$ cat src/rtl/paced_rr_arb_pkg.sv
package paced_rr_arb_pkg;
  localparam int unsigned OP_W = 3;

  typedef enum logic [OP_W-1:0] {
    OP_CLR_LOAD   = 3'd3,
    OP_COH_ANSWER = 3'd4,
    OP_CLR_STORE  = 3'd5,
    OP_SEND_STORE = 3'd6,
    OP_SEND_CLR   = 3'd7
  } op_e;

  localparam logic [OP_W-1:0] OP_FIRST_LEGAL = OP_CLR_LOAD;

  function automatic logic op_legal(input logic [OP_W-1:0] op);
    return op >= OP_FIRST_LEGAL;
  endfunction
endpackage

$ cat src/rtl/rr_pick.sv
module rr_pick #(
  parameter int unsigned N_SRC = 5,
  localparam int unsigned IDX_W = (N_SRC > 1) ? $clog2(N_SRC) : 1
) (
  input  logic [N_SRC-1:0] req_i,
  input  logic [IDX_W-1:0] ptr_i,
  output logic             any_o,
  output logic [IDX_W-1:0] idx_o
);
  logic [IDX_W:0] pos;

  always_comb begin
    any_o = 1'b0;
    idx_o = '0;
    pos   = '0;
    for (int k = 0; k < N_SRC; k++) begin
      pos = {1'b0, ptr_i} + (IDX_W+1)'(k);
      if (pos >= (IDX_W+1)'(N_SRC)) pos = pos - (IDX_W+1)'(N_SRC);
      if (!any_o && req_i[pos]) begin
        any_o = 1'b1;
        idx_o = pos[IDX_W-1:0];
      end
    end
  end
endmodule

$ cat src/rtl/pace_ctr.sv
module pace_ctr #(
  parameter int unsigned SHORT_GAP = 2,
  parameter int unsigned LONG_GAP  = 4,
  localparam int unsigned CW = (LONG_GAP > 2) ? $clog2(LONG_GAP) : 1
) (
  input  logic clk_i,
  input  logic rst_ni,
  input  logic load_i,
  input  logic long_i,
  output logic ready_o
);
  logic [CW-1:0] cnt_q;

  always_ff @(posedge clk_i or negedge rst_ni) begin
    if (!rst_ni)           cnt_q <= '0;
    else if (load_i)       cnt_q <= long_i ? CW'(LONG_GAP - 1) : CW'(SHORT_GAP - 1);
    else if (cnt_q != '0)  cnt_q <= cnt_q - 1'b1;
  end

  assign ready_o = (cnt_q == '0);
endmodule

$ cat src/rtl/paced_rr_arb.sv
module paced_rr_arb
  import paced_rr_arb_pkg::*;
#(
  parameter int unsigned N_SRC     = 5,
  parameter int unsigned REG_W     = 5,
  parameter int unsigned SHORT_GAP = 2,
  parameter int unsigned LONG_GAP  = 4
) (
  input  logic                   clk_i,
  input  logic                   rst_ni,
  input  logic [N_SRC-1:0]       req_i,
  input  logic [N_SRC-1:0]       wide_i,
  input  logic [N_SRC-1:0]       upper_i,
  input  logic [N_SRC*OP_W-1:0]  op_i,
  input  logic [N_SRC*REG_W-1:0] reg_i,
  output logic [N_SRC-1:0]       ack_o,
  output logic                   row_lo_vld_o,
  output logic                   row_hi_vld_o,
  output logic [OP_W-1:0]        op_o,
  output logic [REG_W-1:0]       reg_o,
  output logic                   err_o
);
  localparam int unsigned IDX_W = (N_SRC > 1) ? $clog2(N_SRC) : 1;
  localparam logic [IDX_W-1:0] LAST = IDX_W'(N_SRC - 1);

  logic [OP_W-1:0]  op_a  [N_SRC];
  logic [REG_W-1:0] reg_a [N_SRC];

  for (genvar g = 0; g < N_SRC; g++) begin : g_unpack
    assign op_a[g]  = op_i[g*OP_W +: OP_W];
    assign reg_a[g] = reg_i[g*REG_W +: REG_W];
  end

  logic [IDX_W-1:0] ptr_q, win;
  logic any, ready, grant, legal;
  logic [OP_W-1:0] win_op;
  logic [N_SRC-1:0] win_oh;

  rr_pick #(.N_SRC(N_SRC)) i_pick (
    .req_i (req_i),
    .ptr_i (ptr_q),
    .any_o (any),
    .idx_o (win)
  );

  assign grant  = ready && any;
  assign win_op = op_a[win];
  assign legal  = op_legal(win_op);
  assign win_oh = N_SRC'(1) << win;

  pace_ctr #(.SHORT_GAP(SHORT_GAP), .LONG_GAP(LONG_GAP)) i_pace (
    .clk_i   (clk_i),
    .rst_ni  (rst_ni),
    .load_i  (grant && legal),
    .long_i  (wide_i[win]),
    .ready_o (ready)
  );

  always_ff @(posedge clk_i or negedge rst_ni) begin
    if (!rst_ni) begin
      ptr_q        <= '0;
      ack_o        <= '0;
      row_lo_vld_o <= 1'b0;
      row_hi_vld_o <= 1'b0;
      op_o         <= '0;
      reg_o        <= '0;
      err_o        <= 1'b0;
    end else begin
      ack_o        <= grant ? win_oh : '0;
      row_lo_vld_o <= grant && legal && (wide_i[win] || !upper_i[win]);
      row_hi_vld_o <= grant && legal && (wide_i[win] ||  upper_i[win]);
      op_o         <= (grant && legal) ? win_op : '0;
      reg_o        <= (grant && legal) ? reg_a[win] : '0;
      err_o        <= grant && !legal;
      if (grant) ptr_q <= (win == LAST) ? '0 : win + 1'b1;
    end
  end
endmodule

$ cat config.mk
export PLATFORM = sky130hd
export DESIGN_NAME = paced_rr_arb
export DESIGN_NICKNAME = d
export VERILOG_FILES = /design/src/rtl/paced_rr_arb_pkg.sv /design/src/rtl/rr_pick.sv /design/src/rtl/pace_ctr.sv /design/src/rtl/paced_rr_arb.sv
export SDC_FILE = /design/constraint.sdc
export NUM_CORES = 1
export LEC_CHECK = 0
export ABC_CLOCK_PERIOD_IN_PS = 3950
export CAP_MARGIN = 10
export CORE_MARGIN = 5
export CORE_UTILIZATION = 54
export CTS_CLUSTER_SIZE = 25
export DETAILED_ROUTE_END_ITERATION = 8
export DONT_BUFFER_PORTS = 1
export PLACE_DENSITY = 0.72
export SYNTH_ARGS = -nofsm -noshare
export SYNTH_HDL_FRONTEND = slang
export SYNTH_SLANG_ARGS = --single-unit
$ cat constraint.sdc
create_clock -name clk_i -period 3.95 [get_ports clk_i]
set_clock_uncertainty 0.05 [all_clocks]
set_input_delay 0.9875 -clock clk_i [delete_from_list [all_inputs] [get_ports clk_i]]
set_output_delay 0.9875 -clock clk_i [all_outputs]
set_load 0.03 [all_outputs]
# [Yosys cells after proc, flatten, opt, wreduce, memory -nomap -nowiden]
# Cells that the tools add are included.
[word_totals] wordCells=97 register_bits=21 in_bits=57
[op_classes] n_reduce_logical=20 add_sub_neg=11 muxes=42 shift=1 bitwise=1 order_cmp=13 eq_ne=1
[ops] op="$mux W3" n=9
[ops] op="$bmux W1 S3" n=7
[ops] op="$lt A4 B4 Y1 const B" n=5
[ops] op="$mux W4" n=5
[ops] op="$mux W5" n=4
[ops] op="$ge A4 B3 Y1 const B" n=4
[ops] op="$sub A4 B3 Y4 const B" n=4
[ops] op="$bmux W5 S3" n=1
[ops] op="$mux W1" n=12
[ops] op="$bmux W3 S3" n=1
[ops] op="$logic_and A1 B1 Y1" n=9
[ops] op="$add A3 B2 Y4 const B" n=2
[ops] op="$logic_not A1 Y1" n=6
[ops] op="$mux W2" n=3
[ops] op="$shl A1 B3 Y5 const A" n=1
[ops] op="$add A3 B1 Y4 const B" n=1
[ops] op="$add A3 B3 Y4 const B" n=1
[ops] op="$ge A4 B4 Y1 const B" n=1
[ops] op="$lt A3 B4 Y1 const B" n=1
[ops] op="$not A3 Y4" n=1
[ops] op="$reduce_bool A2 Y1" n=2
[ops] op="$sub A3 B3 Y4 const B" n=1
[ops] op="$add A3 B1 Y3 const B" n=1
[ops] op="$eq A3 B3 Y1 const B" n=1
[ops] op="5 further kinds" n=6

# [Depth between registers and ports, before layout]
[logic_depth] word_depth=24 depth_mapped=18 mapped_depth_nobuf=16

# [Cells and area by module]
# From an unflattened synthesis, not the netlist that was laid out.
[unflattened] hier_cells=259 area_unflattened_um2=2282.2
[modules_own_cells] module="paced_rr_arb" instances=1 seq_area_each_um2=475.5 area_each_um2=1173.6 cells_each=113
[modules_own_cells] module="rr_pick" instances=1 seq_area_each_um2=0.0 area_each_um2=998.5 cells_each=135
[modules_own_cells] module="pace_ctr" instances=1 seq_area_each_um2=50.0 area_each_um2=110.1 cells_each=11

# [Worst setup path after synthesis]
# OpenSTA, ideal clock, no wires.
[synth_timing] kind="register to register" startpoint="register ptr_q[0]" endpoint="register row_hi_vld_o" arrival_ns=3.882 required_ns=3.769 n_path_buf=2 stages_incl_launch_ff=19 path_slack_ns=-0.113 cell_sequence="dfrtp_1 > buf_6 > inv_2 > ha_1 > inv_1 > fa_1 > a21oi_4 > xnor2_1 > mux2i_1 > a2bb2oi_1 > nor4b_4 > a31oi_1 > a21o_4 > clkinv_4 > mux2_2 > o22ai_1 > o31a_1 > buf_6 > a21oi_1"
[synth_via] elab_chain_cells=24 elab_cells_between_ends=60 cone_classes="9 x add/sub; 6 x order compare; 32 x mux; 1 x bitwise; 12 x reduce/logical"
[synth_lines] item="start, declared" line_no="paced_rr_arb.sv:34" text="logic [IDX_W-1:0] ptr_q, win;"
[synth_lines] item="start signal, assigned" line_no="paced_rr_arb.sv:75" text="if (grant) ptr_q <= (win == LAST) ? '0 : win + 1'b1;"
[synth_lines] item="parallel branches: the longest is 23 deep, another holds $add A3 B1 Y4"
[synth_lines] item="$logic_and A1 B1 Y1 *" line_no="paced_rr_arb.sv:71" text="row_hi_vld_o <= grant && legal && (wide_i[win] || upper_i[win]);"
[synth_lines] item="end signal, assigned" line_no="paced_rr_arb.sv:71"
[synth_lines] item="end, declared" line_no="paced_rr_arb.sv:18" text="output logic row_hi_vld_o,"
# Every way passes the cells marked *. The select of a mux whose other input is x is not followed.
# A chain may end at the register's enable or synchronous reset.

# [Worst setup path after layout]
[layout_timing] startpoint="register ptr_q[0]" endpoint="register op_o[1]"
[layout_via] elab_chain_cells=24 elab_cells_between_ends=55 cone_classes="9 x add/sub; 6 x order compare; 29 x mux; 1 x bitwise; 10 x reduce/logical"
[layout_lines] item="parallel branches: the longest is 23 deep, another holds $add A3 B1 Y4"
[layout_lines] item="$mux W3 *" line_no="paced_rr_arb.sv:72" text="op_o <= (grant && legal) ? win_op : '0;"
[layout_lines] item="end signal, assigned" line_no="paced_rr_arb.sv:72"
[layout_lines] item="end, declared" line_no="paced_rr_arb.sv:19" text="output logic [OP_W-1:0] op_o,"
# Marks and branches as above.

==> summary.md <==
| Metric | Value |
|---|---|
| Status | `finished with violations` |
| Failing checks | `setup timing` |
| Ys async rst share | `100%` |
| Die area | `5870 µm²` |
| Post-route DRC | `0` |
| Gate Count Post-Synth | `284` |
| Number of global-route vias before repair | `2194` |
| CTS clk-pin slew, worst paths | `0.09 ns` |
| Worst EP required | `4.05 ns` |
| Max Clk Rate | `253 MHz` |
| Initial Utilization | `55.4%` |
| Clock sinks | `21` |
| Ant diodes | `0` |
| Flops & latches, synth | `21` |
| Syn_nets | `356` |
| Routed WL | `7290 µm` |
| Worst-Margin Slew | `0.424 ns` |
| NumNets Final | `391` |
| Crit-path max FO | `6` |
| Post-Syn Area | `2400 µm²` |
| Hold/Removal Path Class | `in2async` |
| Largest delay share family, worst path | `compound AO/OA/AOI/OAI gates` |
| Syn avg cell area | `8.44 µm²` |
| Post-Synth XOR/XNOR Area | `2.56%` |
| Cell Chain, Critical Path | `inv_4 -> ha_4 -> inv_2 -> fa_2 -> a21oi_4 -> xnor2_2 -> mux2i_2 -> a2bb2oi_2 -> nor4b_4 -> a31oi_4 -> a21o_4 -> inv_8 -> mux2_4 -> o2111ai_2 -> o31a_1 -> buf_4 -> nor3_2` |
| Most frequent cells in the layout | `buf_4, nand2_1, nor2_1, dfrtp_1, a21oi_1` |
| Final hold viol count | `0` |
| Synth area leader | `dfrtp_1` |
| Syn. warnings | `0` |
| Most common cell after layout, fill and taps aside | `buf_4` |
| Yosys top cell area share | `21.9%` |
| Core Util, Final | `69.4%` |
| First-pass GRT wire length | `10800 µm` |
| # fillers | `331` |
| Post-synth top flop | `dfrtp_1` |
| Io pins | `73` |
| Clock Latency Late Sink | `0.27 ns` |
| Compound-Gate Fraction of Synth Area | `28.6%` |
| CORE AREA | `4320 µm²` |
| Max Cap Viol | `0` |
| Rows | `24` |
| Layout area overhead | `25.2%` |
| Largest family of logic cells by synthesized area | `compound AO/OA/AOI/OAI gates` |
| Critical path endpoint category | `flip-flop` |
| Max-Slew Margin vs Limit | `71.0%` |
| Seq/Total Area, Yosys | `21.9%` |
| Via/cell ratio | `6.52` |
| WP data arrival | `4.06 ns` |
| Starting DRT DRC Count | `172` |
| Critical path type | `reg2reg` |
| Antenna Nets Post-Route | `0` |
| Worst hold slack | `0.348 ns` |
| Kind of start point of the critical path | `flip-flop` |
| Die Span Y | `76.6 µm` |
| Simple-Gate Fraction of Synth Area | `22.7%` |
| GRT Total Usage | `21.8%` |
| I/O Buffers | `0` |
| Final Cycle Share | `100%` |
| Synth cell types | `73` |
| Routability cong. | `0.890` |
| Most area-consuming cells after synthesis | `dfrtp_1, ha_1, mux2i_1` |
| Routed length per placed instance | `19.7 µm` |
| DR pass1 iterations | `5` |
| Longest Clk Path Bufs | `2` |
| CP Buf/Inv Count | `4` |
| Largest net degree at the start of global routing | `22` |
| DPL Wire Length | `5060 µm` |
| Root buffer cell | `clkbuf_8` |
| Initial antenna violation count | `0` |
| Final setup fails | `2` |
| TritonCTS clock tree | `yes` |
| Slew Viols, Final | `0` |
| Post-synth EDFFs | `0` |
| Chip Width | `76.6 µm` |
| Setup_tns | `-0.0149 ns` |
| Crit-path slowest cell | `dfrtp_1` |
| H-tree Lvls | `1` |
| Layout Cells excl Fill | `370` |
| CTS Buf Count | `3` |
| PnR worst setup slack | `-0.00772 ns` |
| Via count | `2411` |
| Post-layout min period | `3.96 ns` |
| Adder-cell area share of the yosys netlist | `8.15%` |
| Multiplexer share of the synthesized area | `9.82%` |
| Grt ovf | `0` |
| RSZ-0062 raised after global routing | `yes` |
| Fraction of layout cells with a size suffix above 1 | `34.6%` |
| CP max stage delay | `0.42 ns` |
| Cell Count Post-Placement | `349` |
-- final timing paths --
check                           startpoint               to  slack (ns)  cells past startpoint
min in group clk_i         i_pace.cnt_q[0]  i_pace.cnt_q[0]        0.47                      2
setup reg to reg                  ptr_q[0]          op_o[1]      -0.008                     17
hold reg to reg            i_pace.cnt_q[0]  i_pace.cnt_q[0]        0.47                      2
hold / removal                      rst_ni         reg_o[3]        0.35                      0
max in group asynchronous           rst_ni     row_hi_vld_o        3.42                      0
setup / recovery                  ptr_q[0]          op_o[1]      -0.008                     17
-- final cells by class --
cell class / count / area, µm² / share of cell area (%)
well taps: 52 / 65.1 / 2.17
repair buffers: 45 / 365 / 12.2
clock buffers: 3 / 41.3 / 1.38
flip-flops and latches: 21 / 527 / 17.6
inverters: 15 / 72.6 / 2.42
multi-input cells: 233 / 1920 / 64.1
clock inverters: 1 / 7.51 / 0.250
-- worst reg2reg max path: stages, from the launching register on --
cell and delay [ns]:
dfrtp_1 0.42, inv_4 0.08, ha_4 0.12, inv_2 0.04
fa_2 0.42, a21oi_4 0.17, xnor2_2 0.15, mux2i_2 0.30
a2bb2oi_2 0.22, nor4b_4 0.36, a31oi_4 0.16, a21o_4 0.25
inv_8 0.08, mux2_4 0.31, o2111ai_2 0.22, o31a_1 0.27
buf_4 0.17, nor3_2 0.04
-- cells in the mapped netlist (4+ instances only) --
cell type / instances
nand2_1: 26
dfrtp_1: 21
nor2_1: 21
a21oi_1: 18
ha_1: 14
mux2i_1: 13
o21ai_0: 13
inv_1: 11
a211oi_1: 10
nand3_1: 7
xnor2_1: 6
a311oi_1: 5
clkbuf_1: 5
mux2_2: 5
nand2b_1: 5
nor2b_1: 5
nor3_1: 5
and2_0: 4
and2_1: 4
and3_1: 4
-- kinds of logic (layout without fill, tap and decap cells) --
| family | count (synthesis) | count (layout) |
|---|---|---|
| AO/OA/AOI/OAI | 89 | 89 |
| XOR/XNOR | 7 | 7 |
| adder cells (fa/ha/maj) | 15 | 15 |
| buffers and inverters | 30 | 64 |
| flip-flops | 21 | 21 |
| multiplexers | 21 | 21 |
| AND/OR/NAND/NOR | 101 | 101 |
-- metrics by stage --
| stage | cell area (µm²) | worst slack, ns |
|---|---|---|
| 2_1_floorplan | 2410 | 0.00719 |
| 3_3_place_gp | 2610 | 0.0119 |
| 3_5_place_dp | 2610 | -0.0683 |
| 4_1_cts | 2710 | 0.00491 |
| 5_1_grt | 3000 | -0.128 |
| 6_report | 3000 | -0.00772 |
-- repair_timing --
action | CTS | global route
setup endpoints to repair | 12 | 14
setup buffers | 5 | 13
hold buffers | 0 | 0
gates resized for setup | 6 | 41
pin swaps | 2 | 20
-- per-layer routing --
metal  track usage [%]  up-vias  share of wire, %
li1                  -     1124                 -
met1              29.3     1157                41
met2              34.9      108                49
met3              4.96       22               7.3
met4              6.29        0               2.0
met5                 0        -                 0
-- flip-flops by register name, summed over array words and instances, names as in the netlist --
| name | flops |
|---|---|
| ack_o | 5 |
| err_o | 1 |
| i_pace.cnt_q | 2 |
| op_o | 3 |
| ptr_q | 3 |
| reg_o | 5 |
| row_hi_vld_o | 1 |
| row_lo_vld_o | 1 |
Power is left out: the tool's default activity adds up to more than one toggle a clock period on the data nets, which glitch-free logic cannot reach.
